===== config.mk =====
export PLATFORM = sky130hd
export DESIGN_NAME = wk_wakeup_unit
export DESIGN_NICKNAME = d
export VERILOG_FILES = /design/src/rtl/wk_pkg.sv /design/src/rtl/wk_scoreboard.sv /design/src/rtl/wk_dep_pool.sv /design/src/rtl/wk_src_count.sv /design/src/rtl/wk_wakeup_unit.sv
export SDC_FILE = /design/constraint.sdc
export NUM_CORES = 1
export LEC_CHECK = 0
export ABC_AREA = 0
export BUFFER_PORTS_ARGS = -buffer_cell sky130_fd_sc_hd__clkbuf_2
export CAP_MARGIN = 5
export CORE_MARGIN = 4
export CORE_UTILIZATION = 28
export CTS_BUF_LIST = sky130_fd_sc_hd__clkbuf_4
export DETAILED_ROUTE_END_ITERATION = 16
export GPL_TIMING_DRIVEN = 0
export MAX_ROUTING_LAYER = met4
export PLACE_DENSITY_LB_ADDON = 0.1
export RECOVER_POWER = 100
export SLEW_MARGIN = 30
export SYNTH_ARGS = -nofsm -noshare
export SYNTH_HDL_FRONTEND = slang
export SYNTH_SLANG_ARGS = --single-unit

===== constraint.sdc =====
create_clock -name clk -period 3.8 [get_ports clk]
set_input_delay 0.38 -clock clk [delete_from_list [all_inputs] [get_ports clk]]
set_output_delay 0.38 -clock clk [all_outputs]
set_load 0.02 [all_outputs]

===== src/rtl/wk_pkg.sv =====
package wk_pkg;

  typedef enum logic [0:0] {
    WK_IDLE = 1'b0,
    WK_WALK = 1'b1
  } wk_state_e;

  // Outstanding-source arithmetic: a wake removes one source.
  function automatic int unsigned cnt_step(input int unsigned base, input bit dec);
    return dec ? base - 1 : base;
  endfunction

endpackage


===== src/rtl/wk_scoreboard.sv =====
module wk_scoreboard #(
  parameter int NUM_PREGS = 16,
  parameter int IDX_W     = 5
) (
  input  logic                 clk,
  input  logic                 rst_n,
  input  logic                 clr_en,
  input  logic [IDX_W-1:0]     clr_idx,
  input  logic                 set_en,
  input  logic [IDX_W-1:0]     set_idx,
  output logic [NUM_PREGS-1:0] ready_vec
);

  for (genvar g = 0; g < NUM_PREGS; g++) begin : g_bit
    always_ff @(posedge clk) begin
      if (!rst_n) begin
        ready_vec[g] <= 1'b1;
      end else if (set_en && set_idx == IDX_W'(g)) begin
        ready_vec[g] <= 1'b1;
      end else if (clr_en && clr_idx == IDX_W'(g)) begin
        ready_vec[g] <= 1'b0;
      end
    end
  end

endmodule


===== src/rtl/wk_dep_pool.sv =====
module wk_dep_pool #(
  parameter int NUM_PREGS = 16,
  parameter int POOL      = 16,
  parameter int CW        = 3,
  localparam int PREG_W   = $clog2(NUM_PREGS),
  localparam int PTR_W    = (POOL > 1) ? $clog2(POOL) : 1
) (
  input  logic              clk,
  input  logic              rst_n,
  input  logic              push_en,
  input  logic [PREG_W-1:0] push_preg,
  input  logic [CW-1:0]     push_cons,
  input  logic              pop_en,
  input  logic [PREG_W-1:0] q_preg,
  output logic              q_has,
  output logic [CW-1:0]     q_cons,
  output logic [POOL-1:0]   free_vec
);

  logic [NUM_PREGS-1:0] head_vld;
  logic [PTR_W-1:0]     head_ptr [NUM_PREGS];
  logic [CW-1:0]        ent_cons [POOL];
  logic [PTR_W-1:0]     ent_nxt  [POOL];
  logic [POOL-1:0]      ent_nxt_vld;
  logic [PTR_W-1:0]     alloc_ptr;
  logic [PTR_W-1:0]     pop_ptr;

  // Lowest free entry.
  always_comb begin
    alloc_ptr = '0;
    for (int i = POOL - 1; i >= 0; i--) begin
      if (free_vec[i]) alloc_ptr = PTR_W'(i);
    end
  end

  assign pop_ptr = head_ptr[q_preg];
  assign q_has   = head_vld[q_preg];
  assign q_cons  = ent_cons[pop_ptr];

  always_ff @(posedge clk) begin
    if (!rst_n) begin
      head_vld    <= '0;
      free_vec    <= '1;
      ent_nxt_vld <= '0;
      for (int i = 0; i < NUM_PREGS; i++) head_ptr[i] <= '0;
      for (int i = 0; i < POOL; i++) begin
        ent_cons[i] <= '0;
        ent_nxt[i]  <= '0;
      end
    end else if (push_en) begin
      ent_cons[alloc_ptr]    <= push_cons;
      ent_nxt[alloc_ptr]     <= head_ptr[push_preg];
      ent_nxt_vld[alloc_ptr] <= head_vld[push_preg];
      head_ptr[push_preg]    <= alloc_ptr;
      head_vld[push_preg]    <= 1'b1;
      free_vec[alloc_ptr]    <= 1'b0;
    end else if (pop_en) begin
      head_ptr[q_preg]  <= ent_nxt[pop_ptr];
      head_vld[q_preg]  <= ent_nxt_vld[pop_ptr];
      free_vec[pop_ptr] <= 1'b1;
    end
  end

endmodule


===== src/rtl/wk_src_count.sv =====
module wk_src_count
  import wk_pkg::*;
#(
  parameter int NUM_CONS = 8,
  parameter int CNT_W    = 2,
  localparam int CW      = (NUM_CONS > 1) ? $clog2(NUM_CONS) : 1
) (
  input  logic             clk,
  input  logic             rst_n,
  input  logic             upd_en,
  input  logic [CW-1:0]    upd_id,
  input  logic             upd_first,
  input  logic [CNT_W-1:0] upd_load,
  input  logic             upd_dec,
  input  logic             rdy_ready,
  output logic             rdy_valid,
  output logic [CW-1:0]    rdy_cons,
  output logic             zero_evt
);

  logic [CNT_W-1:0]    cnt_q [NUM_CONS];
  logic [NUM_CONS-1:0] pend_q;
  logic [CNT_W-1:0]    base;
  logic [CNT_W-1:0]    nxt;
  logic                hs;

  assign base     = upd_first ? upd_load : cnt_q[upd_id];
  assign nxt      = CNT_W'(cnt_step(32'(base), upd_dec));
  assign zero_evt = upd_en && upd_dec && (nxt == '0);
  assign hs       = rdy_valid && rdy_ready;

  always_ff @(posedge clk) begin
    if (!rst_n) begin
      for (int i = 0; i < NUM_CONS; i++) cnt_q[i] <= '0;
    end else if (upd_en) begin
      cnt_q[upd_id] <= nxt;
    end
  end

  for (genvar g = 0; g < NUM_CONS; g++) begin : g_pend
    always_ff @(posedge clk) begin
      if (!rst_n) begin
        pend_q[g] <= 1'b0;
      end else if (zero_evt && upd_id == CW'(g)) begin
        pend_q[g] <= 1'b1;
      end else if (hs && rdy_cons == CW'(g)) begin
        pend_q[g] <= 1'b0;
      end
    end
  end

  // Lowest pending identifier is offered first.
  always_comb begin
    rdy_cons = '0;
    for (int i = NUM_CONS - 1; i >= 0; i--) begin
      if (pend_q[i]) rdy_cons = CW'(i);
    end
  end
  assign rdy_valid = |pend_q;

endmodule


===== src/rtl/wk_wakeup_unit.sv =====
module wk_wakeup_unit
  import wk_pkg::*;
#(
  parameter int NUM_PREGS = 16,
  parameter int NUM_CONS  = 8,
  parameter int MAX_SRC   = 2,
  parameter int MAX_DST   = 2,
  localparam int PREG_W   = $clog2(NUM_PREGS),
  localparam int IDX_W    = PREG_W + 1,
  localparam int CW       = (NUM_CONS > 1) ? $clog2(NUM_CONS) : 1,
  localparam int CNT_W    = $clog2(MAX_SRC + 1),
  localparam int POOL     = NUM_CONS * MAX_SRC,
  localparam int SLOT_W   = (MAX_DST > 1) ? $clog2(MAX_DST) : 1
) (
  input  logic                     clk,
  input  logic                     rst_n,
  input  logic                     alc_valid,
  input  logic [IDX_W-1:0]         alc_preg,
  input  logic                     cmp_valid,
  input  logic [MAX_DST*IDX_W-1:0] cmp_dst,
  input  logic [MAX_DST-1:0]       cmp_dst_vld,
  input  logic                     reg_valid,
  input  logic [CW-1:0]            reg_cons,
  input  logic                     reg_first,
  input  logic [CNT_W-1:0]         reg_nsrc,
  input  logic [IDX_W-1:0]         reg_preg,
  output logic                     busy,
  output logic                     rdy_valid,
  input  logic                     rdy_ready,
  output logic [CW-1:0]            rdy_cons,
  output logic [NUM_PREGS-1:0]     sb_rdy
);

  wk_state_e          state_q;
  logic [SLOT_W-1:0]  slot_q;
  logic [IDX_W-1:0]   dst_q [MAX_DST];
  logic [MAX_DST-1:0] dvld_q;

  // Named internal events, observed by the checker.
  logic             cmp_acc, reg_acc, alc_acc;
  logic             walk_skip, walk_pop, walk_set;
  logic             cur_in, slot_done, last_slot;
  logic [IDX_W-1:0] cur_idx;
  logic             q_has;
  logic [CW-1:0]    q_cons;
  logic [POOL-1:0]  free_vec;
  logic             zero_evt;
  logic             src_ready, reg_in, alc_hit;

  assign busy    = (state_q == WK_WALK);
  assign cmp_acc = cmp_valid && !busy;
  assign reg_acc = reg_valid && !busy;
  assign alc_acc = alc_valid && !busy;

  assign cur_idx   = dst_q[slot_q];
  assign cur_in    = dvld_q[slot_q] && (cur_idx < IDX_W'(NUM_PREGS));
  assign walk_skip = busy && !cur_in;
  assign walk_pop  = busy && cur_in && q_has;
  assign walk_set  = busy && cur_in && !q_has;
  assign slot_done = walk_skip || walk_set;
  assign last_slot = (slot_q == SLOT_W'(MAX_DST - 1));

  // A source under allocation this cycle is not ready.
  assign reg_in    = (reg_preg < IDX_W'(NUM_PREGS));
  assign alc_hit   = alc_acc && (alc_preg == reg_preg);
  assign src_ready = !reg_in || (sb_rdy[reg_preg[PREG_W-1:0]] && !alc_hit);

  always_ff @(posedge clk) begin
    if (!rst_n) begin
      state_q <= WK_IDLE;
      slot_q  <= '0;
      dvld_q  <= '0;
      for (int i = 0; i < MAX_DST; i++) dst_q[i] <= '0;
    end else if (!busy) begin
      if (cmp_acc) begin
        state_q <= WK_WALK;
        slot_q  <= '0;
        dvld_q  <= cmp_dst_vld;
        for (int i = 0; i < MAX_DST; i++) dst_q[i] <= cmp_dst[i*IDX_W +: IDX_W];
      end
    end else if (slot_done) begin
      if (last_slot) begin
        state_q <= WK_IDLE;
      end else begin
        slot_q <= slot_q + 1'b1;
      end
    end
  end

  wk_scoreboard #(
    .NUM_PREGS (NUM_PREGS),
    .IDX_W     (IDX_W)
  ) u_sb (
    .clk       (clk),
    .rst_n     (rst_n),
    .clr_en    (alc_acc && (alc_preg < IDX_W'(NUM_PREGS))),
    .clr_idx   (alc_preg),
    .set_en    (walk_set),
    .set_idx   (cur_idx),
    .ready_vec (sb_rdy)
  );

  wk_dep_pool #(
    .NUM_PREGS (NUM_PREGS),
    .POOL      (POOL),
    .CW        (CW)
  ) u_pool (
    .clk       (clk),
    .rst_n     (rst_n),
    .push_en   (reg_acc && !src_ready),
    .push_preg (reg_preg[PREG_W-1:0]),
    .push_cons (reg_cons),
    .pop_en    (walk_pop),
    .q_preg    (cur_idx[PREG_W-1:0]),
    .q_has     (q_has),
    .q_cons    (q_cons),
    .free_vec  (free_vec)
  );

  wk_src_count #(
    .NUM_CONS  (NUM_CONS),
    .CNT_W     (CNT_W)
  ) u_cnt (
    .clk       (clk),
    .rst_n     (rst_n),
    .upd_en    (reg_acc || walk_pop),
    .upd_id    (walk_pop ? q_cons : reg_cons),
    .upd_first (reg_acc && reg_first),
    .upd_load  (reg_nsrc),
    .upd_dec   (walk_pop || src_ready),
    .rdy_ready (rdy_ready),
    .rdy_valid (rdy_valid),
    .rdy_cons  (rdy_cons),
    .zero_evt  (zero_evt)
  );

endmodule


; Word-level counts from Yosys, hierarchy flattened
; Memory sizes are Yosys's and may differ from the RTL's. A register that Yosys moved wholly into a read port is not among the register bits.
; Index checks and enable logic that the tools add are counted.
[classes]
n_bitwise = 8
n_lt_le_gt_ge = 12
n_eq_ne = 46
n_mux = 108
n_addsub = 2
n_reduce_logical = 117
[op_table]
columns = cell, count
row1 = $mux W4, 23
row2 = $eq A5 B4 Y1 const B, 16
row3 = $logic_and A1 B1 Y1, 68
row4 = $mux W16, 4
row5 = $mux W1, 55
row6 = $eq A5 B3 Y1 const B, 8
row7 = $reduce_or A2 Y1, 17
row8 = $mux W3, 11
row9 = $bwmux W16, 2
row10 = $or A16 B16 Y16, 2
row11 = $eq A3 B3 Y1 const B, 8
row12 = $eq A5 B2 Y1 const B, 4
row13 = $lt A4 B5 Y1 const B, 4
row14 = $reduce_bool A2 Y1, 10
row15 = $and A16 B16 Y16, 1
row16 = $bmux W1 S4, 4
row17 = $demux W1 S4, 4
row18 = $ge A4 B1 Y1 const B, 4
row19 = $not A16 Y16, 1
row20 = $lt A5 B5 Y1 const B, 3
row21 = $eq A3 B2 Y1 const B, 4
row22 = $reduce_or A4 Y1, 3
row23 = $eq A5 B1 Y1 const B, 2
row24 = $logic_not A5 Y1, 2
row25 = 17 further kinds, 33
[totals]
register_bits = 76
n_memories = 5
output_inout_bits = 21
ram_bits = 202
input_bits = 34
elab_cells = 328
[memory_table]
columns = name, words, width, rd, rd_ports_with_merged_regs, wr, line_no
row1 = u_pool.ent_nxt, 16, 4, 1, 0, 16, wk_dep_pool.sv:23  ; logic [PTR_W-1:0] ent_nxt [POOL];
row2 = u_pool.head_ptr, 16, 4, 2, 0, 16, wk_dep_pool.sv:21  ; logic [PTR_W-1:0] head_ptr [NUM_PREGS];
row3 = u_pool.ent_cons, 16, 3, 1, 0, 16, wk_dep_pool.sv:22  ; logic [CW-1:0] ent_cons [POOL];
row4 = u_cnt.cnt_q, 8, 2, 1, 0, 8, wk_src_count.sv:21  ; logic [CNT_W-1:0] cnt_q [NUM_CONS];
row5 = dst_q, 2, 5, 1, 1, 2, wk_wakeup_unit.sv:36  ; logic [IDX_W-1:0] dst_q [MAX_DST];

; Depth between registers and ports, before layout
[depth]
word_depth = 23
depth_mapped = 21
mapped_depth_nobuf = 13

; By module
; From an unflattened synthesis, not the netlist that was laid out.
[hier_totals]
hier_cells = 1353
area_unflattened_um2 = 14330.0
[by_module_without_submodules]
columns = mod, n_inst, cells_each, area_per_inst_um2, seq_area_each_um2
row1 = wk_dep_pool, 1, 1083, 11508.5, 6246.0
row2 = wk_src_count, 1, 125, 1255.0, 640.6
row3 = wk_wakeup_unit, 1, 78, 913.4, 400.4
row4 = wk_scoreboard, 1, 67, 653.1, 320.3

; Worst setup path before layout
; OpenSTA, ideal clock, no wires.
[synth_timing]
path_kind = register -> register
start = memory dst_q[0][0]
end = memory u_pool.head_ptr[0][0] in the netlist's numbering (data pin)
required_time_ns = 3.535
path_buffers = 8
path_slack_ns = -0.348
arrival_ns = 3.883
synth_period_minus_slack_ns = 4.148
setup_ns = 0.265
stages_incl_launch_ff = 19
cell_sequence = edfxtp_1 > buf_2 > mux2_4 > buf_8 > mux4_2 > o22ai_1 > a211oi_2 > buf_6 > buf_6 > buf_4 > buf_2 > buf_1 > mux2i_1 > a21oi_1 > a211oi_1 > a211oi_1 > a21oi_1 > clkbuf_1 > nor2_1
[synth_rtl]
columns = item, line_no
row1 = "start, declared", wk_wakeup_unit.sv:36
row2 = "end, declared", wk_dep_pool.sv:21

==> key figures <==
Critical path
  – R2R Setup Slk: -860 ps
  – R2r worst-path depth: 19
  – Worst Path Required: 4330 ps
  – Worst EP arrival: 5190 ps
  – Setup CP Type: reg -> reg
  – Max Fanout on Critical Path: 10
  – CP Capture Type: register
  – Crit path launch type: register

Global routing
  – Initial antenna violation count: 3
  – Overflow left after global routing: 0
  – First-pass GRT wire length: 80.3 mm
  – Largest net degree at the start of global routing: 14
  – Vias in the first global route: 12500
  – Gr usage total: 19.4%

Synth
  – Top cell type's share of synthesized area: 41.3%
  – Cell with the most instances after synthesis: edfxtp_1
  – Yosys reg bits: 279
  – Post-synthesis sequential area ratio: 51.8%
  – Syn nets: 1459
  – Synth top cells by count: edfxtp_1, nor2_1, nand2_1
  – Synth area leaders: edfxtp_1, dfxtp_1, mux4_2, nor2_1, nand2_1
  – Ys flop type: edfxtp_1
  – Dominant cell type by area after synthesis: edfxtp_1
  – Mapped Cells: 1425
  – Ys Warns: 0
  – Avg Synthesized Cell Area: 10.3 µm²
  – Cell Area, Synth: 14700 µm²
  – Synth async-reset ratio: 0%
  – Unique masters post-synth: 73
  – Post-synth EDFFs: 202

Cells and area
  – Utilization after layout: 38.6%
  – Fillers: 5109
  – Share of cells above drive strength 1: 35.8%
  – Non-Filler Instances: 2444
  – Syn-to-layout area delta: 35.7%
  – Nets: 1721
  – Design area: 19900 µm²

Status
  – Failing checks: setup timing
  – Outcome: finished with violations

Power and ir drop
  – Leak Pwr: 0.00734 µW
  – Pwr dens: 426 nW/µm²
  – Peak VDD IR: 0.172 mV
  – Comb power frac: 23.9%
  – NetSw: 2650 µW
  – Clk pwr share: 36.1%
  – Seq pwr share: 40.1%
  – Sw Share: 31.2%
  – Internal Pwr Total: 5840 µW
  – Total Power: 8490 µW

Clock tree
  – H-tree levels: 3
  – CTS clk-pin slew, worst paths: 70 ps
  – Clk Latency, worst-skew pair: 860 ps
  – Clk root buf: clkbuf_4
  – Num CTS Buffers: 84
  – Max clock buf depth: 3
  – TritonCTS clock tree: built
  – Sink Count: 279

Detailed routing
  – DR iter-0 viols: 730
  – Routed Wire Length: 54.6 mm
  – Via density: 5.09
  – TritonRoute pass-1 iters: 5
  – Post-detailed-route count of antenna-violating nets: 0
  – DRC: 0
  – Via count: 12500
  – Routed len/inst: 22.3 µm

STA
  – Setup violators final: 120
  – Worst hold slack: 89.0 ps
  – Max-slew violations: 0
  – Final Skew: 90.3 ps
  – F_max: 215 MHz
  – Slew headroom: 18.6%
  – Final hold viol count: 0
  – Worst-Margin Slew: 1220 ps
  – Min cycle time layout: 4660 ps
  – Final WS setup: -857 ps
  – Period utilisation layout: 123%
  – RSZ-0062 raised after global routing: yes

Floorplanning
  – Placeable core area: 51600 µm²
  – Height of the die: 237 µm
  – Die Area: 56200 µm²
  – Die Width: 237 µm
  – # rows: 83
  – Starting Density: 28.4%
  – I/O pin count: 55

Placed design
  – Post-DP HPWL: 38.0 mm
  – GP Congestion: 0.869
  – Placed Area: 16000 µm²
  – Port bufs: 49
  – Placed cell count: 2160

Worst hold path
  – Hold Crit Depth: 5
  – HP Class: in -> reg

Run
  – Max cap viols: 0
logic make-up (layout without fill, tap and decap cells):
kind of cell	count (synthesis)	after routing	share of synthesized area [%]
simple gates	597	597	20.0
other cells	0	5	0
flops	279	279	51.8
mux	117	118	11.3
xor+xnor	6	6	0.358
buf+inv	152	485	4.55
compound gates	274	274	12.0
stage by stage:
stage | setup slack (ps) | setup TNS [ps]
floorplan | -174 | -3850
global placement | -2290 | -654480
detailed placement | -2120 | -549340
CTS | -905 | -56340
global route | -957 | -68510
finish | -857 | -53580
worst max-delay path, stage by stage (launching register included):
cell and delay [ps]:
edfxtp_1 360, buf_4 180, mux2_4 320, buf_8 160, mux4_2 350, o22ai_4 240, a211oi_4 70, buf_6 160
buf_12 150, mux2i_1 130, mux2_4 300, a22o_1 210, o41a_1 460, buf_6 170, a211oi_4 240, o41ai_4 120
nor3b_2 370, xnor2_4 170, buf_12 150, nor2_1 40
path summary, 6_finish.rpt:
check	startpoint	endpoint
setup / recovery	dst_q[0][1]	u_cnt.cnt_q[2][1]
hold / removal	alc_preg[4]	u_sb.ready_vec[11]
setup reg to reg	dst_q[0][1]	u_cnt.cnt_q[2][1]
hold reg to reg	u_pool.ent_nxt_vld[1]	u_pool.ent_nxt_vld[1]
power by group through the flow:
stage / Combinational [µW] / Sequential [µW] / Clock (µW)
2_1_floorplan: 868 / 3440 / 0
3_3_place_gp: 1350 / 3460 / 0
3_5_place_dp: 1360 / 3460 / 0
4_1_cts: 1710 / 3400 / 3150
5_1_grt: 2150 / 3410 / 3330
6_report: 2020 / 3400 / 3060
per-layer routing:
| layer | track usage [%] | share of wire [%] | vias up |
|---|---|---|---|
| li1 | - | - | 5842 |
| met1 | 25.1 | 45 | 6221 |
| met2 | 31.4 | 49 | 300 |
| met3 | 3.58 | 4.6 | 89 |
| met4 | 5.43 | 2.2 | 0 |
| met5 | - | 0 | - |
placed cells by master (no fill, tap or decap), drive strengths merged, types with 7 or more instances in the layout:
| cell | n |
|---|---|
| a22oi | 7 |
| dlygate4sd3 | 26 |
| mux2 | 29 |
| a211oi | 13 |
| nor2b | 9 |
| a21oi | 46 |
| and2 | 66 |
| o211ai | 36 |
| nand2 | 151 |
| nor2 | 175 |
| and3 | 52 |
| nand2b | 14 |
| mux4 | 35 |
| clkbuf | 225 |
| or3 | 34 |
| nor4b | 7 |
| mux2i | 54 |
| inv | 61 |
| a31oi | 27 |
| or2 | 20 |
| edfxtp | 202 |
| dfxtp | 77 |
| buf | 140 |
| nand3 | 21 |
| o21ai | 94 |
| nor3 | 12 |
| clkinv | 29 |
| o31ai | 12 |
| nor4 | 14 |
| nand4 | 8 |
area by class of cell:
class / count / area, µm² / share of cell area (%)
clock inverter: 32 / 170 / 0.854
antenna: 5 / 12.5 / 0.0628
buffer: 90 / 793 / 3.98
inverter: 60 / 229 / 1.15
multi-input combinational: 995 / 7740 / 38.9
clock buffer: 126 / 946 / 4.75
sequential: 279 / 7610 / 38.2
timing repair buffer: 177 / 1570 / 7.88
tap: 680 / 851 / 4.27
state kept, by name, summed over array words and instances, names as in the netlist, named ones only:
signal and count:
u_cnt.pend_q 8, u_cnt.cnt_q 16, u_pool.free_vec 16, dst_q 10, u_sb.ready_vec 16, u_pool.ent_nxt 64
last_slot 1, u_pool.ent_cons 48, busy 1, dvld_q 2, u_pool.ent_nxt_vld 16, u_pool.head_vld 16
u_pool.head_ptr 64
repair_timing:
action / in CTS / in global routing
gates cloned: 5 / 6
pin swaps: 39 / 77
endpoints found under the setup margin: 360 / 214
hold buffers: 26 / 0
buffers inserted: 49 / 40
resized for setup: 208 / 246
endpoints found under the hold margin: 53 / 0
(Power assumes the default switching activity.)
